[config.mk]
export PLATFORM = sky130hd
export DESIGN_NAME = lcd_common_drv
export DESIGN_NICKNAME = d
export VERILOG_FILES = /design/src/rtl/lcdc_pkg.sv /design/src/rtl/row_token_shifter.sv /design/src/rtl/end_pin_steer.sv /design/src/rtl/drive_level_array.sv /design/src/rtl/lcd_common_drv.sv
export SDC_FILE = /design/constraint.sdc
export NUM_CORES = 1
export LEC_CHECK = 0
export BUFFER_PORTS_ARGS = -buffer_cell sky130_fd_sc_hd__buf_2
export CORE_UTILIZATION = 31
export CTS_BUF_LIST = sky130_fd_sc_hd__clkbuf_4 sky130_fd_sc_hd__clkbuf_8
export DETAILED_ROUTE_END_ITERATION = 8
export REMOVE_ABC_BUFFERS = 1
export SYNTH_ARGS = -nofsm -noshare
export SYNTH_HDL_FRONTEND = slang
export SYNTH_SLANG_ARGS = --single-unit
[constraint.sdc]
create_clock -name shift_clk -period 3.39 [get_ports shift_clk]
set_input_delay 0.1695 -clock shift_clk [delete_from_list [all_inputs] [get_ports shift_clk]]
set_output_delay 0.1695 -clock shift_clk [all_outputs]
set_load 0.01 [all_outputs]
[src/rtl/lcdc_pkg.sv]
`timescale 1ns/1ps
// Package lcdc_pkg
// Shared drive-level encoding and the per-channel level mapping function.
// Assumes: 2-bit codes are decoded by the analog level shifter downstream.
package lcdc_pkg;

    typedef enum logic [1:0] {
        LVL_SEL_HI   = 2'b00,
        LVL_NSEL_HI  = 2'b01,
        LVL_NSEL_LO  = 2'b10,
        LVL_SEL_LO   = 2'b11
    } drive_lvl_e;

    // Map alternation, stage data and display-off to a drive code.
    function automatic drive_lvl_e pick_level(input logic alt, input logic dat,
                                              input logic blank_n);
        drive_lvl_e lv;
        if (!blank_n) begin
            lv = LVL_SEL_HI;
        end else begin
            unique case ({alt, dat})
                2'b00:   lv = LVL_NSEL_HI;
                2'b01:   lv = LVL_SEL_LO;
                2'b10:   lv = LVL_NSEL_LO;
                default: lv = LVL_SEL_HI;
            endcase
        end
        return lv;
    endfunction

endpackage

[src/rtl/row_token_shifter.sv]
`timescale 1ns/1ps
// Module row_token_shifter
// Bidirectional N-stage shift register clocked on the falling clock edge.
// dir_left=0 loads a_in into stage 0 and moves data upward; dir_left=1 loads
// b_in into stage N-1 and moves data downward.
// Assumes: synchronous active-low reset, sampled on the same falling edge.
module row_token_shifter #(
    parameter int N_STAGE = 64
) (
    input  logic               clk,
    input  logic               rst_n,
    input  logic               dir_left,
    input  logic               a_in,
    input  logic               b_in,
    output logic [N_STAGE-1:0] stage_q
);

    localparam int LAST = N_STAGE - 1;

    logic [N_STAGE-1:0] stage_d;

    // Per-stage next value: neighbour below, neighbour above, or an end input.
    for (genvar i = 0; i < N_STAGE; i++) begin : g_next
        if (i == 0 && i == LAST) begin : g_single
            always_comb stage_d[i] = dir_left ? b_in : a_in;
        end else if (i == 0) begin : g_low_end
            always_comb stage_d[i] = dir_left ? stage_q[i+1] : a_in;
        end else if (i == LAST) begin : g_high_end
            always_comb stage_d[i] = dir_left ? b_in : stage_q[i-1];
        end else begin : g_middle
            always_comb stage_d[i] = dir_left ? stage_q[i+1] : stage_q[i-1];
        end
    end

    // State register: clear on reset, otherwise advance on the falling edge.
    always_ff @(negedge clk) begin
        if (!rst_n) begin
            stage_q <= '0;
        end else begin
            stage_q <= stage_d;
        end
    end

    // Reset clears all stages
    assert_reset_clear_R1: assert property (@(negedge clk)
        !rst_n |=> stage_q == '0);

    // Right shift loads the channel-1 end input
    assert_right_load_R3: assert property (@(negedge clk) disable iff (!rst_n)
        !dir_left |=> stage_q[0] == $past(a_in));

    // Left shift loads the channel-64 end input
    assert_left_load_R4: assert property (@(negedge clk) disable iff (!rst_n)
        dir_left |=> stage_q[LAST] == $past(b_in));

endmodule

[src/rtl/end_pin_steer.sv]
`timescale 1ns/1ps
// Module end_pin_steer
// Derives the enables and outputs of the two end pins from the direction.
// The end that receives data is left undriven and its output held at 0.
// Assumes: the pad ring combines out/oe/in into real bidirectional pins.
module end_pin_steer (
    input  logic dir_left,
    input  logic low_stage,
    input  logic high_stage,
    output logic a_out,
    output logic a_oe,
    output logic b_out,
    output logic b_oe
);

    // Channel-1 end drives only when shifting toward channel 1.
    always_comb begin
        a_oe  = dir_left;
        a_out = dir_left & low_stage;
    end

    // Channel-N end drives only when shifting toward channel N.
    always_comb begin
        b_oe  = ~dir_left;
        b_out = ~dir_left & high_stage;
    end

endmodule

[src/rtl/drive_level_array.sv]
`timescale 1ns/1ps
// Module drive_level_array
// One combinational level selector per channel, packed 2 bits per channel
// with channel 1 in the lowest bits.
// Assumes: alt_m and blank_n are glitch-free at the pad level.
module drive_level_array
    import lcdc_pkg::*;
#(
    parameter int N_CH = 64
) (
    input  logic              alt_m,
    input  logic              blank_n,
    input  logic [N_CH-1:0]   stage,
    output logic [2*N_CH-1:0] lvl
);

    for (genvar k = 0; k < N_CH; k++) begin : g_ch
        // Select the drive code for channel k.
        always_comb lvl[2*k +: 2] = pick_level(alt_m, stage[k], blank_n);
    end

endmodule

[src/rtl/lcd_common_drv.sv]
`timescale 1ns/1ps
// Module lcd_common_drv
// Row scan driver core: a bidirectional token shifter, end-pin steering and
// a per-channel four-level drive selector.
// Assumes: shift_clk is the panel shift clock; outputs feed level shifters.
module lcd_common_drv #(
    parameter int N_CH = 64
) (
    input  logic              shift_clk,
    input  logic              rst_n,
    input  logic              dir_left,
    input  logic              alt_m,
    input  logic              blank_n,
    input  logic              end_a_in,
    output logic              end_a_out,
    output logic              end_a_oe,
    input  logic              end_b_in,
    output logic              end_b_out,
    output logic              end_b_oe,
    output logic [2*N_CH-1:0] drive_lvl
);

    localparam int LAST = N_CH - 1;

    logic [N_CH-1:0] stage_q;

    row_token_shifter #(.N_STAGE(N_CH)) u_shift (
        .clk      (shift_clk),
        .rst_n    (rst_n),
        .dir_left (dir_left),
        .a_in     (end_a_in),
        .b_in     (end_b_in),
        .stage_q  (stage_q)
    );

    end_pin_steer u_steer (
        .dir_left   (dir_left),
        .low_stage  (stage_q[0]),
        .high_stage (stage_q[LAST]),
        .a_out      (end_a_out),
        .a_oe       (end_a_oe),
        .b_out      (end_b_out),
        .b_oe       (end_b_oe)
    );

    drive_level_array #(.N_CH(N_CH)) u_lvl (
        .alt_m   (alt_m),
        .blank_n (blank_n),
        .stage   (stage_q),
        .lvl     (drive_lvl)
    );

    // Display-off forces every channel to the high selected level
    assert_blank_force_R7: assert property (@(negedge shift_clk) disable iff (!rst_n)
        !blank_n |-> drive_lvl == '0);

    // Exactly one end pin drives at any time
    assert_one_driver_R5: assert property (@(negedge shift_clk) disable iff (!rst_n)
        $countones({end_a_oe, end_b_oe}) == 1);

    // Undriven end reads 0
    assert_idle_end_low_R5: assert property (@(negedge shift_clk) disable iff (!rst_n)
        (!end_a_oe |-> !end_a_out) and (!end_b_oe |-> !end_b_out));

endmodule

==> flow_summary.json <==
{
  "die_h_um": 116,
  "crit-reg2reg-capture": "u_shift.stage_q[39]",
  "grt.overflow.total": 0,
  "grt_pass1_wl_mm": 11.6,
  "worstSetupEndpoint": "drive_lvl[103]",
  "worst_slew_margin_rel_pct": 35.6,
  "totalWireLength_mm": 7.13,
  "htree_levels": 3,
  "num_antenna_cells": 0,
  "synth_top_area_share_pct": 31.7,
  "max_ffs_per_register": 64,
  "mostFrequentLayoutCell": "sky130_fd_sc_hd__buf_2",
  "post_route_cells_drive_above_1_share_pct": 28.9,
  "synth.ff_latch_count": 64,
  "setup_ws_ns": 0.179,
  "floorplan.die_area_um2": 13500,
  "worst_setup_path_startpoint": "u_shift.stage_q[51]",
  "most_flop_heavy_register": "u_shift.stage_q",
  "detail_route.wl_per_cell_um": 9.87,
  "worstRegToRegCells": 2,
  "critPathCaptureType": "primary output",
  "worst-endpoint-arrival_ns": 3.04,
  "synth-edff-count": 0,
  "port_buffers": 138,
  "regToRegSetupSlack_ns": 2.70,
  "final_layout_net_count": 554,
  "synthesis.yosys.warnings": 0,
  "critical_path.reg2reg.startpoint": "u_shift.stage_q[40]",
  "largest_regs": "u_shift.stage_q x64",
  "grt_start_max_net_pins": 67,
  "worst_ir_drop_on_vdd_v": 0.000158,
  "drv_cap": 0,
  "mostFrequentLayoutCells": "sky130_fd_sc_hd__buf_2, sky130_fd_sc_hd__inv_1, sky130_fd_sc_hd__nor2b_1, sky130_fd_sc_hd__and2_1",
  "cts-root-buf": "sky130_fd_sc_hd__clkbuf_8",
  "synth.avg_cell_area_um2": 9.60,
  "cts_tree": "built",
  "hold_path_class": "register to register",
  "dr_total_vias": 2920,
  "drt_first_pass_iters": 2,
  "criticalPathCategory": "register to primary output",
  "num_io_pins": 139,
  "final.hold.worst_slack_ns": 0.541,
  "crit_path_start_kind": "register",
  "initial_utilization_pct": 31.9,
  "max_slew.worst_pin.slew_ns": 0.966,
  "cts_hold_buf": 0,
  "area_overhead_vs_synth_pct": 17.4,
  "power.density_cell_area_nw_per_um2": 409,
  "via_density_per_instance": 4.04,
  "place_worst_setup_slack_ns": 0.542,
  "clkSlewWorstSetupHoldPaths_ns": 0.04,
  "drcViolationCount": 0,
  "row_count": 41,
  "worstSkewPairLatency_ns": 0.39,
  "syn_area_um2": 4040,
  "worst_skew_ns": 0.0155,
  "cts_made_buffers": 9,
  "syn-instance-count": 421,
  "core_um2": 12700,
  "worst-endpoint-required_ns": 3.22,
  "cts_buffer_depth": 2,
  "report.final.slew_viol_count": 0,
  "netlist.top_cell.by_area": "sky130_fd_sc_hd__dfxtp_1",
  "cts_post_setup_buffers_inserted": 0,
  "place.detailed.hpwl_mm": 4.63,
  "hold_viol_final": 0,
  "post-layout-total-power_w": 0.00194,
  "ys_dominant_reg_cell": "sky130_fd_sc_hd__dfxtp_1",
  "drtIter0Drc": 58,
  "antenna_left": 0,
  "cts.repair.resized": 0,
  "setup_viol_count_final": 0,
  "power_leakage_nw": 2.62,
  "grt_antenna_before_repair": 0,
  "status": "finished, final reports clean",
  "netlist_top_cells_area": "sky130_fd_sc_hd__dfxtp_1, sky130_fd_sc_hd__mux2i_1, sky130_fd_sc_hd__xor2_1",
  "worst-path-max-fanout": 4,
  "rsz0062_at_grt": "false",
  "dieWidth_um": 116,
  "sequential_to_total_area_share_from_yosys_stat_pct": 31.7,
  "routability_driven_placement_congestion_ratio": 0.699,
  "grt_pass1_vias": 2748,
  "track_usage_pct": 10.9,
  "async_flop_share_pct": 0,
  "clock-sinks": 64,
  "yosys.cell_types.count": 15
}
worst min-delay path by stage:
stage | endpoint | depth (start not counted) | slack, ns | startpoint
floorplan | end_a_oe | 0 | 0.34 | dir_left
global placement | u_shift.stage_q[1] | 2 | 0.53 | u_shift.stage_q[0]
detailed placement | u_shift.stage_q[14] | 2 | 0.54 | u_shift.stage_q[13]
CTS | u_shift.stage_q[2] | 2 | 0.54 | u_shift.stage_q[1]
global route | u_shift.stage_q[23] | 2 | 0.55 | u_shift.stage_q[24]
finish | u_shift.stage_q[11] | 2 | 0.54 | u_shift.stage_q[10]
per-stage QoR:
step           std cells  utilization, %  TNS (ns)  cell area [um2]
3_5_place_dp         643            34.1         0             4320
5_1_grt              722            37.5         0             4750
3_3_place_gp         643            34.1         0             4320
6_report             722            37.5         0             4750
2_1_floorplan        329               -   -323.47             3340
4_1_cts              722            37.5         0             4750
synth_stat cells (2+ instances only):
cell / count
sky130_fd_sc_hd__dfxtp_1: 64
sky130_fd_sc_hd__buf_6: 6
sky130_fd_sc_hd__buf_4: 67
sky130_fd_sc_hd__buf_8: 2
sky130_fd_sc_hd__clkbuf_1: 12
sky130_fd_sc_hd__and2_1: 65
sky130_fd_sc_hd__buf_12: 2
sky130_fd_sc_hd__nor2b_1: 66
sky130_fd_sc_hd__buf_2: 2
sky130_fd_sc_hd__inv_1: 4
sky130_fd_sc_hd__mux2i_1: 64
sky130_fd_sc_hd__xor2_1: 63
sky130_fd_sc_hd__ha_1: 2
routing by layer:
metal / GRT usage, % / vias to the layer above / share of wire [%]
li1: - / 1492 / -
met3: 4.31 / 10 / 7.8
met2: 17.8 / 128 / 49
met1: 10.7 / 1290 / 42
met5: 0 / - / 0
met4: 9.74 / 0 / 1.6
report_power, final:
part           total (W)  internal (W)  switching, W
Clock           0.000910      0.000383      0.000527
Sequential      0.000762      0.000760    0.00000167
Combinational   0.000271      0.000125      0.000147
Total            0.00194       0.00127      0.000676
cell families after synthesis:
group,share of synthesized area (%)
fa+ha+maj,0.619
simple gates,20.3
flops,31.7
compound gates,0.186
buf+inv,17.7
mux,15.9
xor+xnor,13.7
critical path: stages (launching register included):
cell	delay, ns
sky130_fd_sc_hd__dfxtp_1	0.37
sky130_fd_sc_hd__inv_1	0.06
sky130_fd_sc_hd__ha_1	0.26
sky130_fd_sc_hd__and2_1	0.15
sky130_fd_sc_hd__buf_2	0.13
final cells by class:
class	count	area [um2]
multi-input combinational	261	2050
clock buffer	9	124
tap	172	215
sequential	64	1280
fill	1328	7930
timing repair buffer	142	763
clock inverter	71	304
inverter	3	11.3
No activity file was read; power rests on OpenSTA's default activity.
